<file path="src/rtl/hba_pkg.sv">
package hba_pkg;
  typedef enum logic [1:0] {SRC_NONE, SRC_BUS, SRC_LATCH} rd_src_e;

  typedef struct packed {
    logic narrow;
    logic is_read;
    logic is_msb;
    logic first_msb;
  } acc_dec_t;
endpackage

</file>
<file path="src/rtl/hba_decode.sv">
module hba_decode
  import hba_pkg::*;
(
  input  logic     rw_i,
  input  logic     rw_pol_i,
  input  logic     bsel_i,
  input  logic     bsel_pol_i,
  input  logic     order_i,
  input  logic     wide_i,
  input  logic     xparent_i,
  output acc_dec_t dec_o
);
  always_comb begin
    dec_o.narrow    = !xparent_i && !wide_i;
    dec_o.is_read   = dec_o.narrow ? rw_i : (rw_i == rw_pol_i);
    dec_o.is_msb    = bsel_i ^ bsel_pol_i;
    dec_o.first_msb = order_i;
  end
endmodule

</file>
<file path="src/rtl/hba_pair_ctl.sv">
module hba_pair_ctl
  import hba_pkg::*;
#(
  parameter int DATA_W = 16,
  localparam int BYTE_W = DATA_W / 2
) (
  input  logic              clk_i,
  input  logic              rst_ni,
  input  logic              acc_i,
  input  acc_dec_t          dec_i,
  input  logic              mem_i,
  input  logic [DATA_W-1:0] wdata_i,
  output logic              issue_o,
  output logic              issue_we_o,
  output logic [DATA_W-1:0] word_o,
  output rd_src_e           src_o,
  output logic              err_o
);
  logic              half_q, half_rd_q, half_mem_q;
  logic [BYTE_W-1:0] stage_q;
  logic              ok;

  wire [BYTE_W-1:0] byte_in = wdata_i[BYTE_W-1:0];

  always_comb begin
    issue_o    = 1'b0;
    issue_we_o = 1'b0;
    src_o      = SRC_NONE;
    err_o      = 1'b0;
    ok         = 1'b0;
    word_o     = wdata_i;
    if (acc_i) begin
      if (!dec_i.narrow) begin
        issue_o    = 1'b1;
        issue_we_o = !dec_i.is_read;
        src_o      = dec_i.is_read ? SRC_BUS : SRC_NONE;
      end else if (!half_q) begin
        ok = (dec_i.is_msb == dec_i.first_msb);
        if (ok && dec_i.is_read) begin
          issue_o = 1'b1;
          src_o   = SRC_BUS;
        end
        err_o = !ok;
      end else begin
        ok = (dec_i.is_msb != dec_i.first_msb) &&
             (dec_i.is_read == half_rd_q) && (mem_i == half_mem_q);
        if (ok && !dec_i.is_read) begin
          issue_o    = 1'b1;
          issue_we_o = 1'b1;
          word_o     = dec_i.first_msb ? {stage_q, byte_in} : {byte_in, stage_q};
        end else if (ok) begin
          src_o = SRC_LATCH;
        end
        err_o = !ok;
      end
    end
  end

  always_ff @(posedge clk_i or negedge rst_ni) begin
    if (!rst_ni) begin
      half_q     <= 1'b0;
      half_rd_q  <= 1'b0;
      half_mem_q <= 1'b0;
      stage_q    <= '0;
    end else if (acc_i) begin
      if (dec_i.narrow && !half_q && ok) begin
        half_q     <= 1'b1;
        half_rd_q  <= dec_i.is_read;
        half_mem_q <= mem_i;
        stage_q    <= byte_in;
      end else begin
        half_q <= 1'b0;
      end
    end
  end


  wide_idle_chk: assert property (@(posedge clk_i) disable iff (!rst_ni)
    (acc_i && !dec_i.narrow) |=> !half_q);


  narrow_wr_second_chk: assert property (@(posedge clk_i) disable iff (!rst_ni)
    (issue_we_o && dec_i.narrow) |-> half_q);
endmodule

</file>
<file path="src/rtl/host_bus_adapter.sv">
module host_bus_adapter
  import hba_pkg::*;
#(
  parameter int ADDR_W = 8,
  parameter int DATA_W = 16,
  localparam int BYTE_W = DATA_W / 2
) (
  input  logic              clk_i,
  input  logic              rst_ni,
  input  logic              strobe_i,
  input  logic              rw_i,
  input  logic              rw_pol_i,
  input  logic              bsel_i,
  input  logic              bsel_pol_i,
  input  logic              order_i,
  input  logic              wide_i,
  input  logic              xparent_i,
  input  logic              mem_sel_i,
  input  logic [ADDR_W-1:0] addr_i,
  input  logic [DATA_W-1:0] host_wdata_i,
  output logic [DATA_W-1:0] host_rdata_o,
  output logic              ready_o,
  output logic              err_o,
  output logic              req_o,
  output logic              req_we_o,
  output logic              req_mem_o,
  output logic [ADDR_W-1:0] req_addr_o,
  output logic [DATA_W-1:0] req_wdata_o,
  input  logic [DATA_W-1:0] req_rdata_i
);
  acc_dec_t          dec;
  logic              issue, issue_we, perr;
  logic [DATA_W-1:0] word;
  rd_src_e           src;

  logic              p_valid, p_err, p_narrow, p_msb;
  rd_src_e           p_src;
  logic [DATA_W-1:0] word_q;
  logic [DATA_W-1:0] rdata_d;

  hba_decode u_dec (
    .rw_i, .rw_pol_i, .bsel_i, .bsel_pol_i, .order_i, .wide_i, .xparent_i,
    .dec_o(dec)
  );

  hba_pair_ctl #(.DATA_W(DATA_W)) u_pair (
    .clk_i, .rst_ni,
    .acc_i     (strobe_i),
    .dec_i     (dec),
    .mem_i     (mem_sel_i),
    .wdata_i   (host_wdata_i),
    .issue_o   (issue),
    .issue_we_o(issue_we),
    .word_o    (word),
    .src_o     (src),
    .err_o     (perr)
  );

  // request stage
  always_ff @(posedge clk_i or negedge rst_ni) begin
    if (!rst_ni) begin
      req_o       <= 1'b0;
      req_we_o    <= 1'b0;
      req_mem_o   <= 1'b0;
      req_addr_o  <= '0;
      req_wdata_o <= '0;
      p_valid     <= 1'b0;
      p_err       <= 1'b0;
      p_narrow    <= 1'b0;
      p_msb       <= 1'b0;
      p_src       <= SRC_NONE;
    end else begin
      req_o    <= issue;
      p_valid  <= strobe_i;
      p_err    <= perr;
      p_src    <= src;
      p_narrow <= dec.narrow;
      p_msb    <= dec.is_msb;
      if (issue) begin
        req_we_o    <= issue_we;
        req_mem_o   <= mem_sel_i;
        req_addr_o  <= addr_i;
        req_wdata_o <= word;
      end
    end
  end

  always_comb begin
    rdata_d = '0;
    unique case (p_src)
      SRC_BUS: begin
        if (!p_narrow) rdata_d = req_rdata_i;
        else rdata_d[BYTE_W-1:0] = p_msb ? req_rdata_i[DATA_W-1:BYTE_W]
                                         : req_rdata_i[BYTE_W-1:0];
      end
      SRC_LATCH: rdata_d[BYTE_W-1:0] = p_msb ? word_q[DATA_W-1:BYTE_W]
                                             : word_q[BYTE_W-1:0];
      default: rdata_d = '0;
    endcase
  end

  // response stage
  always_ff @(posedge clk_i or negedge rst_ni) begin
    if (!rst_ni) begin
      ready_o      <= 1'b0;
      err_o        <= 1'b0;
      host_rdata_o <= '0;
      word_q       <= '0;
    end else begin
      ready_o      <= p_valid;
      err_o        <= p_valid && p_err;
      host_rdata_o <= p_valid ? rdata_d : '0;
      if (p_valid && p_src == SRC_BUS) word_q <= req_rdata_i;
    end
  end


  ready_follows_chk: assert property (@(posedge clk_i) disable iff (!rst_ni)
    strobe_i |=> ##1 ready_o);


  req_cause_chk: assert property (@(posedge clk_i) disable iff (!rst_ni)
    req_o |-> $past(strobe_i));


  err_no_req_chk: assert property (@(posedge clk_i) disable iff (!rst_ni)
    err_o |-> !$past(req_o));


  err_with_ready_chk: assert property (@(posedge clk_i) disable iff (!rst_ni)
    err_o |-> ready_o);
endmodule

</file>
<file path="config.mk">
export PLATFORM = sky130hd
export DESIGN_NAME = host_bus_adapter
export DESIGN_NICKNAME = d
export VERILOG_FILES = /design/src/rtl/hba_pkg.sv /design/src/rtl/hba_decode.sv /design/src/rtl/hba_pair_ctl.sv /design/src/rtl/host_bus_adapter.sv
export SDC_FILE = /design/constraint.sdc
export NUM_CORES = 1
export LEC_CHECK = 0
export BUFFER_PORTS_ARGS = -buffer_cell sky130_fd_sc_hd__clkbuf_2
export CAP_MARGIN = 40
export CORE_UTILIZATION = 39
export CTS_CLUSTER_DIAMETER = 200
export DETAILED_ROUTE_END_ITERATION = 6
export GPL_ROUTABILITY_DRIVEN = 0
export PLACE_DENSITY = 0.64
export SYNTH_ARGS = -nofsm -noshare
export SYNTH_HDL_FRONTEND = slang
export SYNTH_SLANG_ARGS = --single-unit
</file>
<file path="constraint.sdc">
create_clock -name clk_i -period 1.9 [get_ports clk_i]
set_input_delay 0.38 -clock clk_i [delete_from_list [all_inputs] [get_ports clk_i]]
set_output_delay 0.38 -clock clk_i [all_outputs]
set_load 0.01 [all_outputs]
</file>
======== After elaboration in Yosys (flattened, before gate mapping) ========
Index checks and enable logic that the tools add are counted.
W data, S select, Z words.
storage, ports and cells
  output and inout port bits .............. 45
  flip-flop bits (word level) ............. 78
  memory bits (read-only) ................. 0
  memory bits (writable) .................. 0
  latch bits .............................. 0
  memories ................................ 0
operators by class
  muxes and demuxes ....................... 35
  multiply operators ...................... 0
  add/subtract/negate cells ............... 0
  bitwise logic cells ..................... 1
  equal/unequal tests ..................... 7
  order comparisons ....................... 0
  shift-type cells ........................ 0
  divide/modulo/power cells ............... 0
  reduce and logical (&&, ||, !) cells .... 16
operators with widths
  operator              count
  $mux W16              6
  $mux W8               5
  $mux W1               18
  $pmux W8 S2           1
  $mux W2               5
  $logic_and A1 B1 Y1   9
  $logic_not A1 Y1      6
  $eq A1 B1 Y1          4
  $eq A2 B1 Y1 const B  1
  $eq A2 B2 Y1 const B  1
  $reduce_and A2 Y1     1
  $ne A1 B1 Y1          1
  $xor A1 B1 Y1         1

======== Logic depth before layout (Yosys ltp) ========
Gate-level depths: netlist of the first run.
  depth in word-level cells ............... 11
  mapped depth ............................ 7
  gate-level depth less buffers ........... 5

======== By module ========
Synthesis of the first run repeated with hierarchy kept, for this count alone.
second synthesis, totals
  cells, all modules ...................... 252
  area total of the unflattened synthesis .. 3549.7 um^2
modules (own cells, without submodules)
  module            instances  area each (um^2)  sequential area each (um^2)  cells each
  host_bus_adapter  1          2618.8            1676.6                       177
  hba_pair_ctl      1          890.9             275.3                        70
  hba_decode        1          40.0              0.0                          5

======== Least setup slack after synthesis of the first run ========
Ideal clock, no wire load.
  path kind ............................... input-to-reg
  start ................................... in order_i
  end ..................................... reg req_wdata_o[7]
  slack ................................... -298 ps
  data required time ...................... 1772 ps
  arrival ................................. 2070 ps
  setup time .............................. 128 ps
  stages on the path ...................... 5
  cells stage by stage .................... buf_2 or4b_4 nor4_4 mux2_2 mux2_1
on the way
  cells in the longest elaborated chain, start to end .. 8
  elaborated cells on any way between the ends .. 16
RTL lines
  what                                 RTL line                text
  from (decl)                          host_bus_adapter.sv:15  input logic order_i,
  $ne A1 B1 Y1                         hba_pair_ctl.sv:45      ok = (dec_i.is_msb != dec_i.first_msb) &&
  $logic_and A1 B1 Y1                  hba_pair_ctl.sv:45
  $logic_and A1 B1 Y1                  hba_pair_ctl.sv:46      (dec_i.is_read == half_rd_q) && (mem_i == half_mem_q);
  $logic_and A1 B1 Y1                  hba_pair_ctl.sv:47      if (ok && !dec_i.is_read) begin
  $mux W16 or $mux W1 (tied branches)  hba_pair_ctl.sv:47
  $mux W16 or $mux W1 (tied branches)  hba_pair_ctl.sv:37      end else if (!half_q) begin
  $mux W16 or $mux W1 (tied branches)  hba_pair_ctl.sv:33      if (!dec_i.narrow) begin
  $mux W16 or $mux W1 (tied branches)  hba_pair_ctl.sv:32      if (acc_i) begin
  to (signal assigned)                 host_bus_adapter.sv:83  req_wdata_o <= word;
  to (decl)                            host_bus_adapter.sv:28  output logic [DATA_W-1:0] req_wdata_o,
Several ways; a longest one is shown, not always the timed one.
A chain may end at the register's enable or synchronous reset.

======== Final worst setup path of the first run ========
  start ................................... reg u_pair.half_rd_q
  end ..................................... reg req_wdata_o[4]
on the way
  cells in the longest elaborated chain, start to end .. 8
  elaborated cells on any way between the ends .. 12
RTL lines
  what                                 RTL line            text
  from (decl)                          hba_pair_ctl.sv:19  logic half_q, half_rd_q, half_mem_q;
  from (signal assigned)               hba_pair_ctl.sv:68  half_rd_q <= dec_i.is_read;
  $eq A1 B1 Y1 (*)                     hba_pair_ctl.sv:46
  $logic_and A1 B1 Y1 (*)              hba_pair_ctl.sv:45
  $logic_and A1 B1 Y1 (*)              hba_pair_ctl.sv:46
  $logic_and A1 B1 Y1 (*)              hba_pair_ctl.sv:47
  $mux W16 or $mux W1 (tied branches)  hba_pair_ctl.sv:47
  $mux W16 or $mux W1 (tied branches)  hba_pair_ctl.sv:37
  $mux W16 or $mux W1 (tied branches)  hba_pair_ctl.sv:33
  $mux W16 or $mux W1 (tied branches)  hba_pair_ctl.sv:32
Mark *: on every way between the ends. The rest lies on a longest branch, timed or not.

==> results.json, run 1 <==
{
  "status": "finished, violations left",
  "violations": "negative setup slack",
  "port_buffers": 95,
  "antenna_cells": 0,
  "drive_above_1_share_pct": 62.1,
  "grt_overflow": 0,
  "path_class": "reg2reg",
  "clock_sinks": 78,
  "cts.path.max_buffers": 2,
  "synth-seq-cells": 78,
  "cp_slowest_cell": "or4b_4",
  "grt_max_degree": 39,
  "hold_class": "in2reg",
  "cts_tree": "built",
  "yosysSeqAreaShare_pct": 55.7,
  "synthCells": 247,
  "syn_area_sq_um": 3510,
  "finalPower_uw": 4490,
  "fin_util_pct": 54.2,
  "min_period_ns": 1.98,
  "die_area_sq_um": 9380,
  "tns_ns": -0.738,
  "hold_depth": 2,
  "nets": 425,
  "worstPathRequired_ns": 2.13,
  "ir_worst_vdd_mv": 0.607,
  "critPathArrivalTime_ns": 2.21,
  "wl_mm": 7.64,
  "cts_buffers": 9,
  "clk_latency_ns": 0.34,
  "path_max_fanout": 8,
  "worstPathCellList": "or4b_4 -> nor4_4 -> buf_12 -> mux2_2 -> mux2_4",
  "drt-initial-drc-count": 68,
  "finalSetupViolCount": 16,
  "vias": 2408,
  "path_buf_inv": 1,
  "synth_cell_types": 33,
  "grt_setup_unrepaired": "yes",
  "finalHoldViolCount": 0,
  "grt_pass1_wl_mm": 12.5,
  "fp.dieW_um": 96.8,
  "drt-wirelength-per-cell_um": 15.8,
  "timing.critical_path.max_delay_family": "simple AND/OR/NAND/NOR gates",
  "cp-start-kind": "flip-flop",
  "yosysWarnings": 0,
  "whs_ns": 0.264,
  "h-tree-depth": 3,
  "coreArea_sq_um": 8720,
  "syn_nets": 300,
  "vias_per_cell": 4.96,
  "globalRouteTotalUtil_pct": 16.8,
  "slew_viol_final": 0,
  "dr.pass1.iters": 4,
  "finalCritPeriodShare_pct": 104,
  "grt_pass1_vias": 2548,
  "synthArstFlopShare_pct": 100,
  "max_stage_delay_ns": 0.50,
  "end_kind": "flip-flop",
  "die_h_um": 96.8,
  "r2r_cells": 5,
  "syn2layout_area_growth_pct": 34.9,
  "maxSlewHeadroom_pct": 64.7,
  "clock.fmax_mhz": 505,
  "drtAntennaViolNets": 0,
  "pin_count": 96,
  "core.rowCount": 34,
  "p_per_area_nw_per_um2": 949,
  "synthFlopType": "dfrtp_1",
  "max_cap_viol_count": 0,
  "tightest_slew_ns": 0.528,
  "clockRootBuffer": "clkbuf_8",
  "initial_core_util_pct": 40.2,
  "drc": 0,
  "fin_worst_skew_ns": 0.00595,
  "worst_slack_ns": -0.0804,
  "antenna_found_initial": 0,
  "synth_edf_count": 0,
  "clk_pin_slew_ns": 0.08,
  "r2r_slack_ns": -0.08,
  "critical_path_depth": 5,
  "dp.final_hpwl_mm": 5.26,
  "p_leak_uw": 0.00230,
  "synth_area_per_cell_sq_um": 14.2
}
==> layout make-up <==
cell class / count / area (sq um)
Multi-Input combinational cell: 153 / 1600
Timing Repair Buffer: 125 / 798
Sequential cell: 78 / 1950
Inverter: 5 / 18.8
Clock inverter: 4 / 95.1
Clock buffer: 12 / 135
Fill cell: 754 / 3990
Tap cell: 108 / 135
==> cells in the mapped netlist (2+ instances only) <==
cell type  number  area (sq um)
a22oi_1         8          60.1
nor3_1          4          20.0
nor2_1         13          48.8
nor4_4          2          42.5
mux2_1         18           203
mux2_2         72           811
and2_1          9          56.3
buf_2           2          10.0
nand2_1         3          11.3
ha_1            2          25.0
clkbuf_1        4          15.0
buf_1           2          7.51
inv_1           5          18.8
xor2_1          3          26.3
a21oi_1         3          15.0
dfrtp_1        78          1950
buf_4           3          22.5
==> path summary, 6_finish.rpt <==
kind	from	to
max	u_pair.half_rd_q$_DFFE_PN0P_	req_wdata_o[4]$_DFFE_PN0P_
min	addr_i[4]	req_addr_o[4]$_DFFE_PN0P_
max reg2reg	u_pair.half_rd_q$_DFFE_PN0P_	req_wdata_o[4]$_DFFE_PN0P_
min reg2reg	p_valid$_DFF_PN0_	ready_o$_DFF_PN0_
max in group asynchronous	rst_ni	word_q[14]$_DFFE_PN0P_
min in group asynchronous	rst_ni	host_rdata_o[11]$_DFF_PN0_
==> layout by cell type, fill, tap and decap left out, drive strengths merged, types with 2 or more instances in the layout <==
cell type    n
dfrtp       78
and2         9
nand2        3
bufinv       3
mux2        90
nor3         4
buf         28
ha           2
xor2         3
clkbuf     108
nor2        13
or3b         2
nor4         2
a22oi        8
inv          5
a21oi        3
==> power breakdown <==
part | internal, uW | leakage, uW | switching (uW)
Sequential | 1920 | 0.000960 | 150
Clock | 873 | 0.000115 | 579
Combinational | 576 | 0.00123 | 390
Total | 3370 | 0.00230 | 1120
==> layer usage <==
metal / part of all wire (%) / vias up / GRT usage (%)
met3: 6.0 / 12 / 6.29
met5: 0 / - / 0
met4: 1.5 / 0 / 4.71
li1: - / 1125 / -
met2: 49 / 80 / 28.3
met1: 44 / 1191 / 20.0
==> per-stage QoR <==
stage	setup WS (ns)	instances	instance area, sq um
2_1_floorplan	-0.259	247	3560
3_3_place_gp	-0.366	465	4340
3_5_place_dp	-0.393	465	4340
4_1_cts	-0.111	482	4640
5_1_grt	-0.136	485	4730
6_report	-0.0804	485	4730
==> flip-flops by register name, summed over array words and instances (netlist names) <==
name               count
host_rdata_o          16
req_wdata_o           16
word_q                16
req_addr_o             8
u_pair.stage_q         8
p_src                  2
err_o                  1
p_err                  1
p_msb                  1
p_narrow               1
p_valid                1
ready_o                1
req_mem_o              1
req_o                  1
req_we_o               1
u_pair.half_mem_q      1
u_pair.half_q          1
u_pair.half_rd_q       1
==> logic make-up after synthesis <==
| family | Yosys count | share of synthesized area, % |
|---|---|---|
| AOI/OAI and AO/OA | 17 | 3.50 |
| xor gates and xnor gates | 6 | 2.35 |
| adders and majority gates | 2 | 0.713 |
| buffers and inverters | 16 | 2.10 |
| DFF | 78 | 55.7 |
| muxes | 90 | 28.9 |
| and+or+nand+nor | 38 | 6.78 |
==> timing repair <==
action / CTS / global route
endpoints found under the setup margin: 16 / 25
pin swaps: 0 / 2
hold buffers: 1 / 0
cloned: 0 / 2
buffers inserted: 0 / 1
resized for setup: 16 / 8
endpoints found under the hold margin: 20 / 0
No activity file was read; power rests on OpenSTA's default activity.
==> inputs of run 2 (changes only) <==
Settings changed: CORE_UTILIZATION 39 to 47, PLACE_DENSITY 0.64 to 0.75, SKIP_LAST_GASP set to 1, SYNTH_HIERARCHICAL set to 1.
==> run 2 against run 1 <==
  * Power decreased by 6.6%
  * Clock-buffer cell count unchanged
  * The run still ends with negative setup slack left
  * Worst setup slack worse by 0.055 ns
  * Synthesized area increased by 1.2%
  * Wire length is 3.2% lower
  * Via count is 1.7% lower
==> results.json, run 2 <==
{
  "drive_above_1_share_pct": 61.8,
  "grt_setup_unrepaired": "yes",
  "synth_top_area_share_pct": 55.0,
  "antenna_found_initial": 0,
  "path_class": "in2reg",
  "initial_core_util_pct": 48.7,
  "pre_cts_ws_ns": -0.572,
  "grt_pass1_wl_mm": 11.4,
  "yosysWarnings": 6,
  "violations": "negative setup slack",
  "timing.critical_path.max_delay_family": "simple AND/OR/NAND/NOR gates",
  "finalCritPeriodShare_pct": 107,
  "drt-wirelength-per-cell_um": 15.6,
  "cts_buffers": 9,
  "worst_slack_ns": -0.135,
  "grt_overflow": 0,
  "largest_registers": "host_rdata_o x16, req_wdata_o x16, word_q x16",
  "fin_worst_skew_ns": 0.00671,
  "synthCells": 252,
  "drtAntennaViolNets": 0,
  "synth_edf_count": 0,
  "layout_common_cells": "clkbuf_2 (94), dfrtp_1 (78), mux2_2 (45), mux2_4 (39), buf_4 (19)",
  "cts.path.max_buffers": 2,
  "vias": 2366,
  "die_area_sq_um": 7900,
  "p_per_area_nw_per_um2": 901,
  "synthFlopType": "dfrtp_1",
  "max_cap_viol_count": 0,
  "worstPathCellList": "clkbuf_2 -> o21bai_4 -> xnor2_2 -> xnor2_2 -> nand4_4 -> or4_4 -> mux2_4 -> mux2_4",
  "clock_sinks": 78,
  "dr.pass1.iters": 6,
  "setup.worst_path.start": "rw_pol_i",
  "hold_class": "in2reg",
  "antenna_cells": 0,
  "finalSetupViolCount": 24,
  "ys_top_cells_by_count": "dfrtp_1 (78), mux2_2 (66), mux2_4 (18)",
  "h-tree-depth": 3,
  "clock.fmax_mhz": 491,
  "path_max_fanout": 8,
  "p_leak_uw": 0.00230,
  "rr_startpoint": "u_pair/half_mem_q$_DFFE_PN0P_",
  "fp.dieW_um": 88.9,
  "drt-initial-drc-count": 77,
  "min_from": "addr_i[1]",
  "finalHoldViolCount": 0,
  "wl_mm": 7.40,
  "clk_latency_ns": 0.35,
  "yosysSeqAreaShare_pct": 55.0,
  "max_stage_delay_ns": 0.55,
  "cts_tree": "built",
  "clk_pin_slew_ns": 0.08,
  "vias_per_cell": 5.00,
  "core.rowCount": 31,
  "yosysMostFrequentCell": "dfrtp_1",
  "synth_area_per_cell_sq_um": 14.1,
  "synthTopCellsByArea": "dfrtp_1 (55%), mux2_2 (21%), mux2_4 (7.6%), nand3_1 (2.4%), and2_1 (1.8%)",
  "port_buffers": 95,
  "syn2layout_area_growth_pct": 31.1,
  "whs_ns": 0.264,
  "end_kind": "flip-flop",
  "grt_pass1_vias": 2353,
  "syn_nets": 305,
  "nets": 423,
  "cp-start-kind": "input pin",
  "synth_cell_types": 31,
  "globalRouteTotalUtil_pct": 20.1,
  "synthArstFlopShare_pct": 100,
  "worstPathRequired_ns": 2.14,
  "synth-seq-cells": 78,
  "maxSlewHeadroom_pct": 62.1,
  "min_period_ns": 2.04,
  "critPathArrivalTime_ns": 2.27,
  "yosys.area.top_type": "dfrtp_1",
  "path_buf_inv": 1,
  "status": "finished, violations left",
  "tightest_slew_ns": 0.566,
  "drc": 0,
  "die_h_um": 88.9,
  "grt_max_degree": 37,
  "cp_slowest_cell": "or4_4",
  "clockRootBuffer": "clkbuf_8",
  "ir_worst_vdd_mv": 0.541,
  "syn_area_sq_um": 3550,
  "pin_count": 96,
  "dp.final_hpwl_mm": 4.94,
  "coreArea_sq_um": 7290,
  "slew_viol_final": 0,
  "final_common_cell": "clkbuf_2"
}
## run 2: stage by stage
stage / utilization, % / std cells / TNS (ns) / total power, uW / cell area, sq um
2_1_floorplan: - / 252 / -10.39 / 2710 / 3670
3_3_place_gp: 59.2 / 449 / -12.82 / 2990 / 4320
3_5_place_dp: 59.2 / 449 / -14.24 / 3040 / 4320
4_1_cts: 63.1 / 471 / -2.42 / 4210 / 4600
5_1_grt: 63.8 / 473 / -3.01 / 4410 / 4650
6_report: 63.8 / 473 / -2.14 / 4190 / 4650
## run 2: timing repair
action / 4_1_cts / 5_1_grt
buffers inserted: 5 / 1
gates resized for setup: 7 / 3
pin swaps: 0 / 1
endpoints found under the setup margin: 26 / 26
hold endpoints to repair: 22 / 0
hold buffers: 1 / 0
gates cloned: 1 / 1
## run 2: power breakdown
part	internal (uW)	switching, uW	total (uW)	leakage, uW
logic	597	381	978	0.00125
clock network	540	579	1120	0.0000926
registers	1930	169	2100	0.000962
## run 2: logic make-up (layout without fill, tap and decap cells)
kind of cell	count (synthesis)	in the layout	share of synthesized area, %
fa+ha+maj	2	2	0.705
buf+inv	18	140	3.21
compound gates	13	13	2.47
mux	84	84	28.6
simple gates	52	52	8.32
flops	78	78	55.0
xor+xnor	5	5	1.76
## run 2: cell type report
| cell class | count | area, sq um |
|---|---|---|
| fill | 596 | 2640 |
| sequential | 78 | 1950 |
| multi-input combinational | 156 | 1620 |
| timing repair buffer | 122 | 778 |
| clock buffer | 12 | 155 |
| tap | 99 | 124 |
| clock inverter | 3 | 18.8 |
| inverter | 3 | 11.3 |
## run 2: layer usage
layer,vias to the layer above,track usage (%),wire (um)
met1,1157,23.5,3190
met5,-,0,0
met3,8,7.57,431
li1,1121,-,-
met2,80,33.5,3700
met4,0,8.21,76
## run 2: path summary, 6_finish.rpt
path,slack (ns),end,cells past startpoint
worst max-delay path,-0.14,req_wdata_o[3]$_DFFE_PN0P_,8
worst min-delay path,0.26,req_addr_o[1]$_DFFE_PN0P_,2
worst max register to register,-0.11,req_wdata_o[3]$_DFFE_PN0P_,5
worst min register to register,0.47,err_o$_DFF_PN0_,1
max in group asynchronous,0.87,req_addr_o[5]$_DFFE_PN0P_,3
min in group asynchronous,0.47,word_q[11]$_DFFE_PN0P_,2
==> inputs of run 3 (changes only) <==
Settings changed: CAP_MARGIN 40 to unset, PLACE_DENSITY 0.75 to 0.76.
==> run 3 against run 2 <==
  * The run still ends with negative setup slack left
  * Power rose by 9.0%
  * Largest power group unchanged
  * First-iteration DRC count decreased by 18%
  * Via count is 0.68% lower
  * Global-route usage fell by 1.0 points
  * Critical path depth unchanged
  * Maximum frequency rose by 0.62%
  * Worst setup slack improved by 0.012 ns
  * Critical endpoint is now req_wdata_o[7]$_DFFE_PN0P_
==> results.json, run 3 (synthesis results as in run 2) <==
{
  "status": "finished, violations left",
  "violations": "negative setup slack",
  "dp.cells": 447,
  "grt_setup_unrepaired": "yes",
  "clk_pin_slew_ns": 0.08,
  "hold_class": "in2reg",
  "slew_viol_final": 0,
  "core.rowCount": 31,
  "nets": 416,
  "ir_worst_vdd_mv": 0.582,
  "r2r_slack_ns": -0.10,
  "vias": 2350,
  "final_cells": 467,
  "cp-start-kind": "input pin",
  "fin_worst_skew_ns": 0.00938,
  "h-tree-depth": 3,
  "clock_sinks": 78,
  "clock.fmax_mhz": 494,
  "final_common_cell": "clkbuf_2",
  "dp.final_hpwl_mm": 4.87,
  "min_period_ns": 2.02,
  "worstPathRequired_ns": 2.13,
  "die_h_um": 88.9,
  "drc": 0,
  "hold_depth": 2,
  "min_from": "addr_i[6]",
  "drt-initial-drc-count": 63,
  "coreArea_sq_um": 7290,
  "port_buffers": 95,
  "p_leak_uw": 0.00229,
  "finalSetupViolCount": 25,
  "tightest_slew_ns": 0.466,
  "clockRootBuffer": "clkbuf_8",
  "cts_buffers": 9,
  "fp.dieW_um": 88.9,
  "dr.pass1.iters": 4,
  "grt_pass1_vias": 2305,
  "grt_max_degree": 49,
  "antenna_found_initial": 0,
  "pin_count": 96,
  "critPathArrivalTime_ns": 2.25,
  "path_max_fanout": 8,
  "vias_per_cell": 5.03,
  "path_class": "in2reg",
  "syn2layout_area_growth_pct": 31.4,
  "worst_slack_ns": -0.123,
  "drtAntennaViolNets": 0,
  "maxSlewHeadroom_pct": 68.8,
  "r2r_cells": 5,
  "largest_registers": "host_rdata_o x16, req_wdata_o x16, word_q x16",
  "finalCritPeriodShare_pct": 106,
  "r2r-end": "req_wdata_o[7]$_DFFE_PN0P_",
  "drt-wirelength-per-cell_um": 15.3,
  "cts.path.max_buffers": 2,
  "end_kind": "flip-flop",
  "finalHoldViolCount": 0,
  "p_per_area_nw_per_um2": 980,
  "cts_tree": "built",
  "globalRouteTotalUtil_pct": 19.1,
  "hold_end": "req_addr_o[6]$_DFFE_PN0P_",
  "rr_startpoint": "u_pair/half_mem_q$_DFFE_PN0P_",
  "grt_pass1_wl_mm": 11.2,
  "wl_mm": 7.12,
  "clk_latency_ns": 0.35,
  "max_cap_viol_count": 0,
  "layout_common_cells": "clkbuf_2 (94), dfrtp_1 (78), mux2_2 (47), mux2_4 (37), nand3_1 (17)",
  "grt_overflow": 0,
  "antenna_cells": 0,
  "initial_core_util_pct": 48.7,
  "die_area_sq_um": 7900,
  "fin_util_pct": 63.9,
  "drive_above_1_share_pct": 60.9
}
[run 3: changes by cell type in the layout (fill, tap and decap cells not counted)]
cell,previous run,this run
clkbuf_16,1,2
mux2_4,39,37
clkinv_2,2,0
bufinv_16,0,3
buf_16,1,0
mux2_2,45,47
buf_4,19,13
inv_6,1,0
buf_6,2,1
clkbuf_1,1,2
[run 3: final cells by class]
| class | count | area (sq um) |
|---|---|---|
| fill | 603 | 2630 |
| timing repair buffer | 115 | 719 |
| clock inverter | 3 | 90.1 |
| multi-input combinational | 156 | 1610 |
| tap | 99 | 124 |
| sequential | 78 | 1950 |
| inverter | 3 | 11.3 |
| clock buffer | 13 | 159 |
[run 3: critical path, cell delays in order]
cell      delay [ns]
clkbuf_2        0.08
o21bai_4        0.16
xnor2_2         0.23
xnor2_2         0.15
nand4_4         0.11
or4_4           0.55
mux2_4          0.34
mux2_4          0.26
[run 3: routing by layer]
layer  up-vias  global-route usage [%]  part of all wire (%)
met1      1157                    25.3                    44
met5         -                       0                     0
met3         7                    5.17                   5.6
li1       1106                       -                     -
met4         0                    5.72                  0.91
met2        80                    30.8                    49
[run 3: through the flow]
stage | worst slack (ns) | hold WS (ns) | setup TNS [ns] | instance area (sq um) | total power (uW)
3_3_place_gp | -0.533 | 0.335 | -12.72 | 4320 | 2980
5_1_grt | -0.189 | 0.251 | -3.23 | 4660 | 4790
6_report | -0.123 | 0.253 | -1.39 | 4660 | 4570
3_5_place_dp | -0.561 | 0.343 | -13.01 | 4320 | 3030
4_1_cts | -0.130 | 0.251 | -1.18 | 4590 | 4560
2_1_floorplan | -0.437 | 0.0844 | -10.39 | 3670 | 2710
[run 3: repair_timing]
action | 4_1_cts | 5_1_grt
resized for setup | 3 | 0
setup endpoints to repair | 26 | 26
gates cloned | 0 | 2
hold endpoints to repair | 30 | 0
hold buffers | 1 | 0
pin swaps | 1 | 0
setup buffers | 0 | 1
[run 3: worst max-delay path by stage]
stage          slack (ns)  cells after the start                          to  startpoint
2_1_floorplan       -0.44                      9  req_wdata_o[2]$_DFFE_PN0P_    rw_pol_i
3_5_place_dp        -0.56                      8  req_wdata_o[7]$_DFFE_PN0P_    rw_pol_i
4_1_cts             -0.13                      8  req_wdata_o[7]$_DFFE_PN0P_    rw_pol_i
6_report            -0.12                      8  req_wdata_o[7]$_DFFE_PN0P_    rw_pol_i
3_3_place_gp        -0.53                      8  req_wdata_o[2]$_DFFE_PN0P_    rw_pol_i
5_1_grt             -0.19                      8  req_wdata_o[7]$_DFFE_PN0P_    rw_pol_i
[run 3: where the power goes]
part           switching, uW  internal, uW
Combinational            362           574
Sequential               167          1930
Clock                    591           947
